<file path="src/rtl/dbg_pkg.sv">
package dbg_pkg;
  localparam int WORD_W     = 32;
  localparam int WORD_BYTES = WORD_W / 8;
  localparam int FRAME_LEN  = 2 + 1 + 2 * WORD_BYTES + 1;
  localparam int IDX_W      = $clog2(FRAME_LEN);

  localparam logic [7:0] SYNC_A  = 8'hA5;
  localparam logic [7:0] SYNC_B  = 8'h5A;
  localparam logic [7:0] ACK_BYTE = 8'h06;

  typedef enum logic [7:0] {
    OP_WRITE = 8'h01,
    OP_READ  = 8'h02,
    OP_RUN   = 8'h03
  } op_e;

  function automatic logic op_known(input logic [7:0] op);
    return (op == OP_WRITE) || (op == OP_READ) || (op == OP_RUN);
  endfunction

  // Running check byte: fold one more byte into the XOR.
  function automatic logic [7:0] fold_check(input logic [7:0] acc, input logic [7:0] b);
    return acc ^ b;
  endfunction

  // Little-endian word assembly: new byte enters at the top, older bytes move down.
  function automatic logic [WORD_W-1:0] shift_in_le(input logic [WORD_W-1:0] w, input logic [7:0] b);
    return {b, w[WORD_W-1:8]};
  endfunction
endpackage

</file>
<file path="src/rtl/dbg_frame_rx.sv">
module dbg_frame_rx
  import dbg_pkg::*;
#(
  parameter int TIMEOUT_CYC = 32'h0F00
) (
  input  logic              clk,
  input  logic              rst_n,
  input  logic              rx_valid,
  input  logic [7:0]        rx_data,
  output logic              frame_ok,
  output logic [7:0]        frame_op,
  output logic [WORD_W-1:0] frame_addr,
  output logic [WORD_W-1:0] frame_data,
  output logic              timeout_hit
);
  localparam int CNT_W = $clog2(TIMEOUT_CYC + 1);
  localparam logic [IDX_W-1:0] IDX_OP   = IDX_W'(2);
  localparam logic [IDX_W-1:0] IDX_ADDR = IDX_W'(3);
  localparam logic [IDX_W-1:0] IDX_DATA = IDX_W'(3 + WORD_BYTES);
  localparam logic [IDX_W-1:0] IDX_LAST = IDX_W'(FRAME_LEN - 1);

  logic [IDX_W-1:0] idx;
  logic [7:0]       chk;
  logic [CNT_W-1:0] gap;
  logic             byte_is_last;

  assign timeout_hit  = (idx != '0) && !rx_valid && (gap == CNT_W'(TIMEOUT_CYC - 1));
  assign byte_is_last = rx_valid && (idx == IDX_LAST);

  always_ff @(posedge clk or negedge rst_n) begin
    if (!rst_n) begin
      idx        <= '0;
      chk        <= '0;
      gap        <= '0;
      frame_ok   <= 1'b0;
      frame_op   <= '0;
      frame_addr <= '0;
      frame_data <= '0;
    end else begin
      frame_ok <= 1'b0;
      if (timeout_hit) begin
        idx <= '0;
        gap <= '0;
      end else if (rx_valid) begin
        gap <= '0;
        if (idx == '0) begin
          if (rx_data == SYNC_A) begin
            idx <= IDX_W'(1);
            chk <= rx_data;
          end
        end else if (idx == IDX_W'(1)) begin
          if (rx_data == SYNC_B) begin
            idx <= IDX_OP;
            chk <= fold_check(chk, rx_data);
          end else if (rx_data == SYNC_A) begin
            idx <= IDX_W'(1);
            chk <= rx_data;
          end else begin
            idx <= '0;
          end
        end else if (byte_is_last) begin
          idx      <= '0;
          frame_ok <= (rx_data == chk) && op_known(frame_op);
        end else begin
          chk <= fold_check(chk, rx_data);
          idx <= idx + IDX_W'(1);
          if (idx == IDX_OP) frame_op <= rx_data;
          else if (idx < IDX_DATA) frame_addr <= shift_in_le(frame_addr, rx_data);
          else frame_data <= shift_in_le(frame_data, rx_data);
        end
      end else if (idx != '0) begin
        gap <= gap + CNT_W'(1);
      end
    end
  end

  // A frame takes many bytes, so acceptances never come back to back.
  assert_frame_pulse_R12: assert property (@(posedge clk) disable iff (!rst_n)
    frame_ok |=> !frame_ok);

  // An aborted frame never yields an acceptance on the next cycle.
  assert_timeout_drops_R9: assert property (@(posedge clk) disable iff (!rst_n)
    timeout_hit |=> !frame_ok);

  logic unused_addr_idx;
  assign unused_addr_idx = (IDX_ADDR == '0);
endmodule

</file>
<file path="src/rtl/dbg_cmd_seq.sv">
module dbg_cmd_seq
  import dbg_pkg::*;
(
  input  logic              clk,
  input  logic              rst_n,
  input  logic              frame_ok,
  input  logic [7:0]        frame_op,
  input  logic [WORD_W-1:0] frame_addr,
  input  logic [WORD_W-1:0] frame_data,
  output logic              cpu_hold,
  output logic              owner_dbg,
  output logic              mem_req,
  output logic              mem_we,
  output logic [WORD_W-1:0] mem_addr,
  output logic [WORD_W-1:0] mem_wdata,
  input  logic [WORD_W-1:0] mem_rdata,
  output logic              dbg_tx_valid,
  output logic [7:0]        dbg_tx_data,
  input  logic              dbg_tx_ready
);
  localparam int CNT_W = $clog2(WORD_BYTES + 1);

  typedef enum logic [2:0] { ST_IDLE, ST_WR, ST_RD, ST_CAP, ST_SEND } st_e;

  st_e               st;
  logic [WORD_W-1:0] sbuf;
  logic [CNT_W-1:0]  left;
  logic              run_pending;
  logic              send_done;
  logic              accept;

  assign mem_req      = (st == ST_WR) || (st == ST_RD);
  assign mem_we       = (st == ST_WR);
  assign dbg_tx_valid = (st == ST_SEND);
  assign dbg_tx_data  = sbuf[7:0];
  assign send_done    = (st == ST_SEND) && dbg_tx_ready && (left == CNT_W'(1));
  assign accept       = (st == ST_IDLE) && frame_ok &&
                        ((frame_op == OP_RUN) || cpu_hold);

  always_ff @(posedge clk or negedge rst_n) begin
    if (!rst_n) begin
      st          <= ST_IDLE;
      sbuf        <= '0;
      left        <= '0;
      run_pending <= 1'b0;
      cpu_hold    <= 1'b1;
      owner_dbg   <= 1'b0;
      mem_addr    <= '0;
      mem_wdata   <= '0;
    end else begin
      case (st)
        ST_IDLE: if (accept) begin
          owner_dbg <= 1'b1;
          mem_addr  <= frame_addr;
          mem_wdata <= frame_data;
          if (frame_op == OP_RUN) begin
            sbuf        <= WORD_W'(ACK_BYTE);
            left        <= CNT_W'(1);
            run_pending <= 1'b1;
            st          <= ST_SEND;
          end else if (frame_op == OP_WRITE) begin
            st <= ST_WR;
          end else begin
            st <= ST_RD;
          end
        end
        ST_WR: begin
          sbuf <= WORD_W'(ACK_BYTE);
          left <= CNT_W'(1);
          st   <= ST_SEND;
        end
        ST_RD:  st <= ST_CAP;
        ST_CAP: begin
          sbuf <= mem_rdata;
          left <= CNT_W'(WORD_BYTES);
          st   <= ST_SEND;
        end
        ST_SEND: if (dbg_tx_ready) begin
          sbuf <= sbuf >> 8;
          left <= left - CNT_W'(1);
          if (send_done) begin
            st <= ST_IDLE;
            if (run_pending) begin
              run_pending <= 1'b0;
              cpu_hold    <= 1'b0;
              owner_dbg   <= 1'b0;
            end
          end
        end
        default: st <= ST_IDLE;
      endcase
    end
  end

  // Memory is touched only while the CPU is held.
  assert_mem_only_held_R11: assert property (@(posedge clk) disable iff (!rst_n)
    mem_req |-> cpu_hold);

  // Each command issues a single one-cycle request.
  assert_single_req_R5: assert property (@(posedge clk) disable iff (!rst_n)
    mem_req |=> !mem_req);

  // Once released, the CPU stays released.
  assert_hold_sticky_R7: assert property (@(posedge clk) disable iff (!rst_n)
    !cpu_hold |=> !cpu_hold);

  // Release and hand-back of transmit land together.
  assert_release_handback_R7: assert property (@(posedge clk) disable iff (!rst_n)
    $fell(cpu_hold) |-> !owner_dbg);

  // Replies go out only while the controller owns transmit.
  assert_reply_owned_R3: assert property (@(posedge clk) disable iff (!rst_n)
    dbg_tx_valid |-> owner_dbg);
endmodule

</file>
<file path="src/rtl/dbg_tx_mux.sv">
module dbg_tx_mux (
  input  logic       sel_dbg,
  input  logic       cpu_valid,
  input  logic [7:0] cpu_data,
  output logic       cpu_ready,
  input  logic       dbg_valid,
  input  logic [7:0] dbg_data,
  output logic       dbg_ready,
  output logic       line_valid,
  output logic [7:0] line_data,
  input  logic       line_ready
);
  always_comb begin
    if (sel_dbg) begin
      line_valid = dbg_valid;
      line_data  = dbg_data;
      cpu_ready  = 1'b0;
      dbg_ready  = line_ready;
    end else begin
      line_valid = cpu_valid;
      line_data  = cpu_data;
      cpu_ready  = line_ready;
      dbg_ready  = 1'b0;
    end
  end
endmodule

</file>
<file path="src/rtl/dbg_loader_top.sv">
module dbg_loader_top
  import dbg_pkg::*;
#(
  parameter int TIMEOUT_CYC = 32'h0F00
) (
  input  logic              clk,
  input  logic              rst_n,
  input  logic              rx_valid,
  input  logic [7:0]        rx_data,
  output logic              cpu_rx_valid,
  output logic [7:0]        cpu_rx_data,
  input  logic              cpu_tx_valid,
  input  logic [7:0]        cpu_tx_data,
  output logic              cpu_tx_ready,
  output logic              tx_valid,
  output logic [7:0]        tx_data,
  input  logic              tx_ready,
  output logic              tx_owner_dbg,
  output logic              cpu_hold,
  output logic              mem_req,
  output logic              mem_we,
  output logic [WORD_W-1:0] mem_addr,
  output logic [WORD_W-1:0] mem_wdata,
  input  logic [WORD_W-1:0] mem_rdata
);
  logic              frame_ok;
  logic [7:0]        frame_op;
  logic [WORD_W-1:0] frame_addr;
  logic [WORD_W-1:0] frame_data;
  logic              timeout_hit;
  logic              dbg_tx_valid;
  logic [7:0]        dbg_tx_data;
  logic              dbg_tx_ready;
  logic              unused_timeout;

  assign cpu_rx_valid   = rx_valid;
  assign cpu_rx_data    = rx_data;
  assign unused_timeout = timeout_hit;

  dbg_frame_rx #(.TIMEOUT_CYC(TIMEOUT_CYC)) u_rx (
    .clk(clk), .rst_n(rst_n), .rx_valid(rx_valid), .rx_data(rx_data),
    .frame_ok(frame_ok), .frame_op(frame_op), .frame_addr(frame_addr),
    .frame_data(frame_data), .timeout_hit(timeout_hit)
  );

  dbg_cmd_seq u_seq (
    .clk(clk), .rst_n(rst_n), .frame_ok(frame_ok), .frame_op(frame_op),
    .frame_addr(frame_addr), .frame_data(frame_data), .cpu_hold(cpu_hold),
    .owner_dbg(tx_owner_dbg), .mem_req(mem_req), .mem_we(mem_we),
    .mem_addr(mem_addr), .mem_wdata(mem_wdata), .mem_rdata(mem_rdata),
    .dbg_tx_valid(dbg_tx_valid), .dbg_tx_data(dbg_tx_data),
    .dbg_tx_ready(dbg_tx_ready)
  );

  dbg_tx_mux u_mux (
    .sel_dbg(tx_owner_dbg), .cpu_valid(cpu_tx_valid), .cpu_data(cpu_tx_data),
    .cpu_ready(cpu_tx_ready), .dbg_valid(dbg_tx_valid), .dbg_data(dbg_tx_data),
    .dbg_ready(dbg_tx_ready), .line_valid(tx_valid), .line_data(tx_data),
    .line_ready(tx_ready)
  );

  // The receive stream reaches the CPU untouched.
  assert_rx_fanout_R2: assert property (@(posedge clk) disable iff (!rst_n)
    cpu_rx_valid == rx_valid);
endmodule

</file>
<file path="config.mk">
export PLATFORM = sky130hd
export DESIGN_NAME = dbg_loader_top
export DESIGN_NICKNAME = d
export VERILOG_FILES = /design/src/rtl/dbg_pkg.sv /design/src/rtl/dbg_frame_rx.sv /design/src/rtl/dbg_cmd_seq.sv /design/src/rtl/dbg_tx_mux.sv /design/src/rtl/dbg_loader_top.sv
export SDC_FILE = /design/constraint.sdc
export NUM_CORES = 1
export LEC_CHECK = 0
export ABC_CLOCK_PERIOD_IN_PS = 5200
export BUFFER_PORTS_ARGS = -buffer_cell sky130_fd_sc_hd__buf_2
export CORE_ASPECT_RATIO = 0.9
export CORE_MARGIN = 8
export CORE_UTILIZATION = 30
export DETAILED_ROUTE_END_ITERATION = 16
export GPL_TIMING_DRIVEN = 0
export SLEW_MARGIN = 20
export SYNTH_ARGS = -nofsm -noshare
export SYNTH_HDL_FRONTEND = slang
export SYNTH_SLANG_ARGS = --single-unit
</file>
<file path="constraint.sdc">
create_clock -name clk -period 5.2 [get_ports clk]
set_input_delay 0.52 -clock clk [delete_from_list [all_inputs] [get_ports clk]]
set_output_delay 0.52 -clock clk [all_outputs]
set_load 0.01 [all_outputs]
</file>
==> impl_metrics.py <==
metrics = {
    "timing": {
        "rsz0062_at_grt": "false",
        "max_freq_mhz": 361,
        "setup_slack_ns": 2.43,
        "setup_viol": 0,
        "fin_tns_setup_ns": 0,
        "layout_worst_path_cycle_share_pct": 53.3,
        "final.setup_skew_ns": 0.0166,
        "timing.final.crit_period_ns": 2.77,
        "hold_viol_final": 0,
        "relSlewSlack_pct": 48.1,
        "worst_pin_slew_ns": 0.777,
        "slew_violations": 0,
    },
    "critical_path": {
        "crit_family": "buffers and inverters",
        "end_kind": "output port",
        "path_cells": "buf_2 > nor3b_1 > buf_2 > mux2_2 > buf_2",
        "cp_data_required_time_ns": 4.68,
        "cp_max_fo": 10,
        "cp_common_cell": "buf_2",
        "regToRegSetupSlack_ns": 2.90,
        "max_stage_delay_ns": 0.55,
        "critPathBufInv": 3,
        "r2r_cells": 7,
        "arrival_ns": 2.25,
        "crit_cells": 5,
        "rr_startpoint": "u_rx.idx[0]$_DFFE_PN0P_",
        "reg2reg_to": "u_rx.chk[7]$_DFFE_PN0P_",
        "critPathSlowestCell": "nor3b_1",
        "startpoint_type": "register",
        "worstSetupPathType": "register to output port",
    },
    "logic_synthesis": {
        "ys_seq_area_share_pct": 55.8,
        "syn_nets": 716,
        "synthCells": 656,
        "ys_types": 66,
        "synth_edf_count": 0,
        "synthArstFlopShare_pct": 100,
        "ys_ff_latch": 202,
        "netlist_area_sq_um": 9070,
        "synthFlopType": "dfrtp_1",
        "ys_warn_count": 0,
        "yosysTopAreaCellShare_pct": 55.5,
        "avgSynthCellArea_sq_um": 13.8,
        "synth_largest_area_cell": "dfrtp_1",
        "ys_top_cells_by_area": "dfrtp_1 (55%), mux2_2 (14%), mux2_4 (8.1%), a22o_1 (2.4%), buf_12 (1.3%)",
    },
    "place": {
        "io_buffers": 139,
        "placed_area_sq_um": 10300,
        "dpl.hpwl_um": 14900,
        "post-place-cells": 1200,
        "place_ws_ns": 2.70,
        "place_congestion": 0.787,
    },
    "pwr": {
        "power.density_nw_per_um2": 403,
        "ir_drop_v": 0.000206,
        "power_leakage_nw": 5.29,
    },
    "finish": {
        "final_nets": 883,
        "mostFrequentLayoutCells": "dfrtp_1 (201), buf_2 (154), mux2_2 (116), mux2_4 (49), nor2_1 (26)",
        "final_core_util_pct": 37.3,
        "area_growth_pct": 22.6,
        "drive_above_1_share_pct": 46.7,
        "num_antenna_cells": 0,
        "finalInstanceArea_sq_um": 11100,
        "final_common_cell": "dfrtp_1",
        "layout.cells.non_filler": 1242,
    },
    "floorplanning": {
        "core.rowCount": 60,
        "die_x_um": 199,
        "die-area_sq_um": 36100,
        "initial_utilization_pct": 30.4,
        "die_h_um": 181,
        "ioPinCount": 140,
        "coreArea_sq_um": 29800,
    },
    "clocking": {
        "ctsHoldBuffers": 1,
        "post_cts_buffers": 0,
        "cts_buffers": 23,
        "clockRootBuffer": "clkbuf_16",
        "cts_resized": 0,
        "cts_tree": "built",
        "clk_path_buf_depth": 3,
        "cts.sinks": 202,
        "path_clk_slew_ns": 0.06,
        "clkLatencyLatePin_ns": 0.52,
        "cts_max_level": 1,
    },
    "global_routing": {
        "overflow": 0,
        "grt_max_degree": 83,
        "grt_pass1_vias": 6077,
        "grt_usage_pct": 11.6,
        "grt_pass1_wl_um": 34300,
        "antenna_found_initial": 2,
    },
    "min_path": {
        "hold_depth": 2,
        "hold_path_class": "input port to register",
        "hp-start": "mem_rdata[30]",
        "min_to": "u_seq.sbuf[30]$_DFFE_PN0P_",
    },
    "detailed_routing": {
        "routed_wl_um": 20900,
        "post-route-drc-count": 0,
        "wire_per_inst_um": 16.8,
        "dr.pass1.iters": 4,
        "vias": 5795,
        "drtIter0Drc": 265,
        "routed_via_density": 4.67,
        "ant_nets": 0,
    },
    "job": {
        "maxCapViolations": 0,
    },
    "run_status": {
        "status": "complete, no violations",
    },
}
-- stage by stage --
stage / power [W] / hold slack, ns
after floorplan: 0.00265 / 0.224
after global placement: 0.00285 / 0.482
after detailed placement: 0.00289 / 0.486
after CTS: 0.00456 / 0.203
after global routing: 0.00473 / 0.215
final: 0.00448 / 0.230
-- metal layers --
metal  up-vias  wire length, um  track usage [%]
li1       2721                -                -
met1      2905             9660             15.7
met2       134             9570             18.6
met3        31             1190             2.47
met4         4              451             2.73
met5         -               21                0
-- Yosys cell counts (8+ instances only) --
master and n:
nand3_1 15, a22oi_1 8, xnor2_1 10, buf_4 12, mux2_4 49, a22o_1 25, inv_1 12, clkbuf_1 8
a21oi_1 14, nor2b_1 10, mux2_2 116, dfrtp_1 201, buf_2 16, nand2_1 18, nor2_1 26
-- flip-flops by register name (all words and copies together), names as in the netlist --
name               flops
u_rx.frame_addr       32
u_rx.frame_data       32
u_seq.mem_addr        32
u_seq.mem_wdata       32
u_seq.sbuf            32
u_rx.gap              12
u_rx.chk               8
u_rx.frame_op          8
u_rx.idx               4
u_seq.left             3
u_seq.st               3
u_rx.frame_ok          1
u_seq.cpu_hold         1
u_seq.owner_dbg        1
u_seq.run_pending      1
-- cell type report --
class,count,area (sq um)
Inverter,12,45.0
Sequential cell,202,5060
Clock inverter,10,96.3
Fill cell,2893,18700
Multi-Input combinational cell,398,3630
Buffer,44,335
Timing Repair Buffer,142,771
Clock buffer,31,676
Tap cell,403,504
-- cells by family (layout without fill, tap and decap cells) --
logic type	Yosys count	count (layout)	synth area share (%)
xor+xnor	11	11	1.06
simple gates	121	121	7.85
compound gates	93	93	7.53
buf+inv	56	239	4.19
flops	202	202	55.8
fa+ha+maj	7	7	0.966
mux	166	166	22.6
-- power by group --
group	leakage [nW]	total (W)	switching (W)	internal (W)
registers	2.63	0.00212	0.000229	0.00189
logic	2.27	0.000733	0.000311	0.000422
clock network	0.387	0.00162	0.000658	0.000966
total	5.29	0.00448	0.00120	0.00328
-- worst max-delay path by stage --
| stage | startpoint | to | slack, ns |
|---|---|---|---|
| finish | u_seq.st[1]$_DFFE_PN0P_ | tx_valid | 2.43 |
| global route | u_seq.st[1]$_DFFE_PN0P_ | tx_valid | 2.19 |
| CTS | u_seq.st[1]$_DFFE_PN0P_ | tx_valid | 2.32 |
| detailed placement | rx_valid | u_rx.chk[6]$_DFFE_PN0P_ | 2.70 |
| global placement | rst_n | u_seq.sbuf[28]$_DFFE_PN0P_ | 0.14 |
| floorplan | u_rx.idx[0]$_DFFE_PN0P_ | u_rx.chk[0]$_DFFE_PN0P_ | 3.22 |
Note: power is estimated with default switching activity, not from simulation.
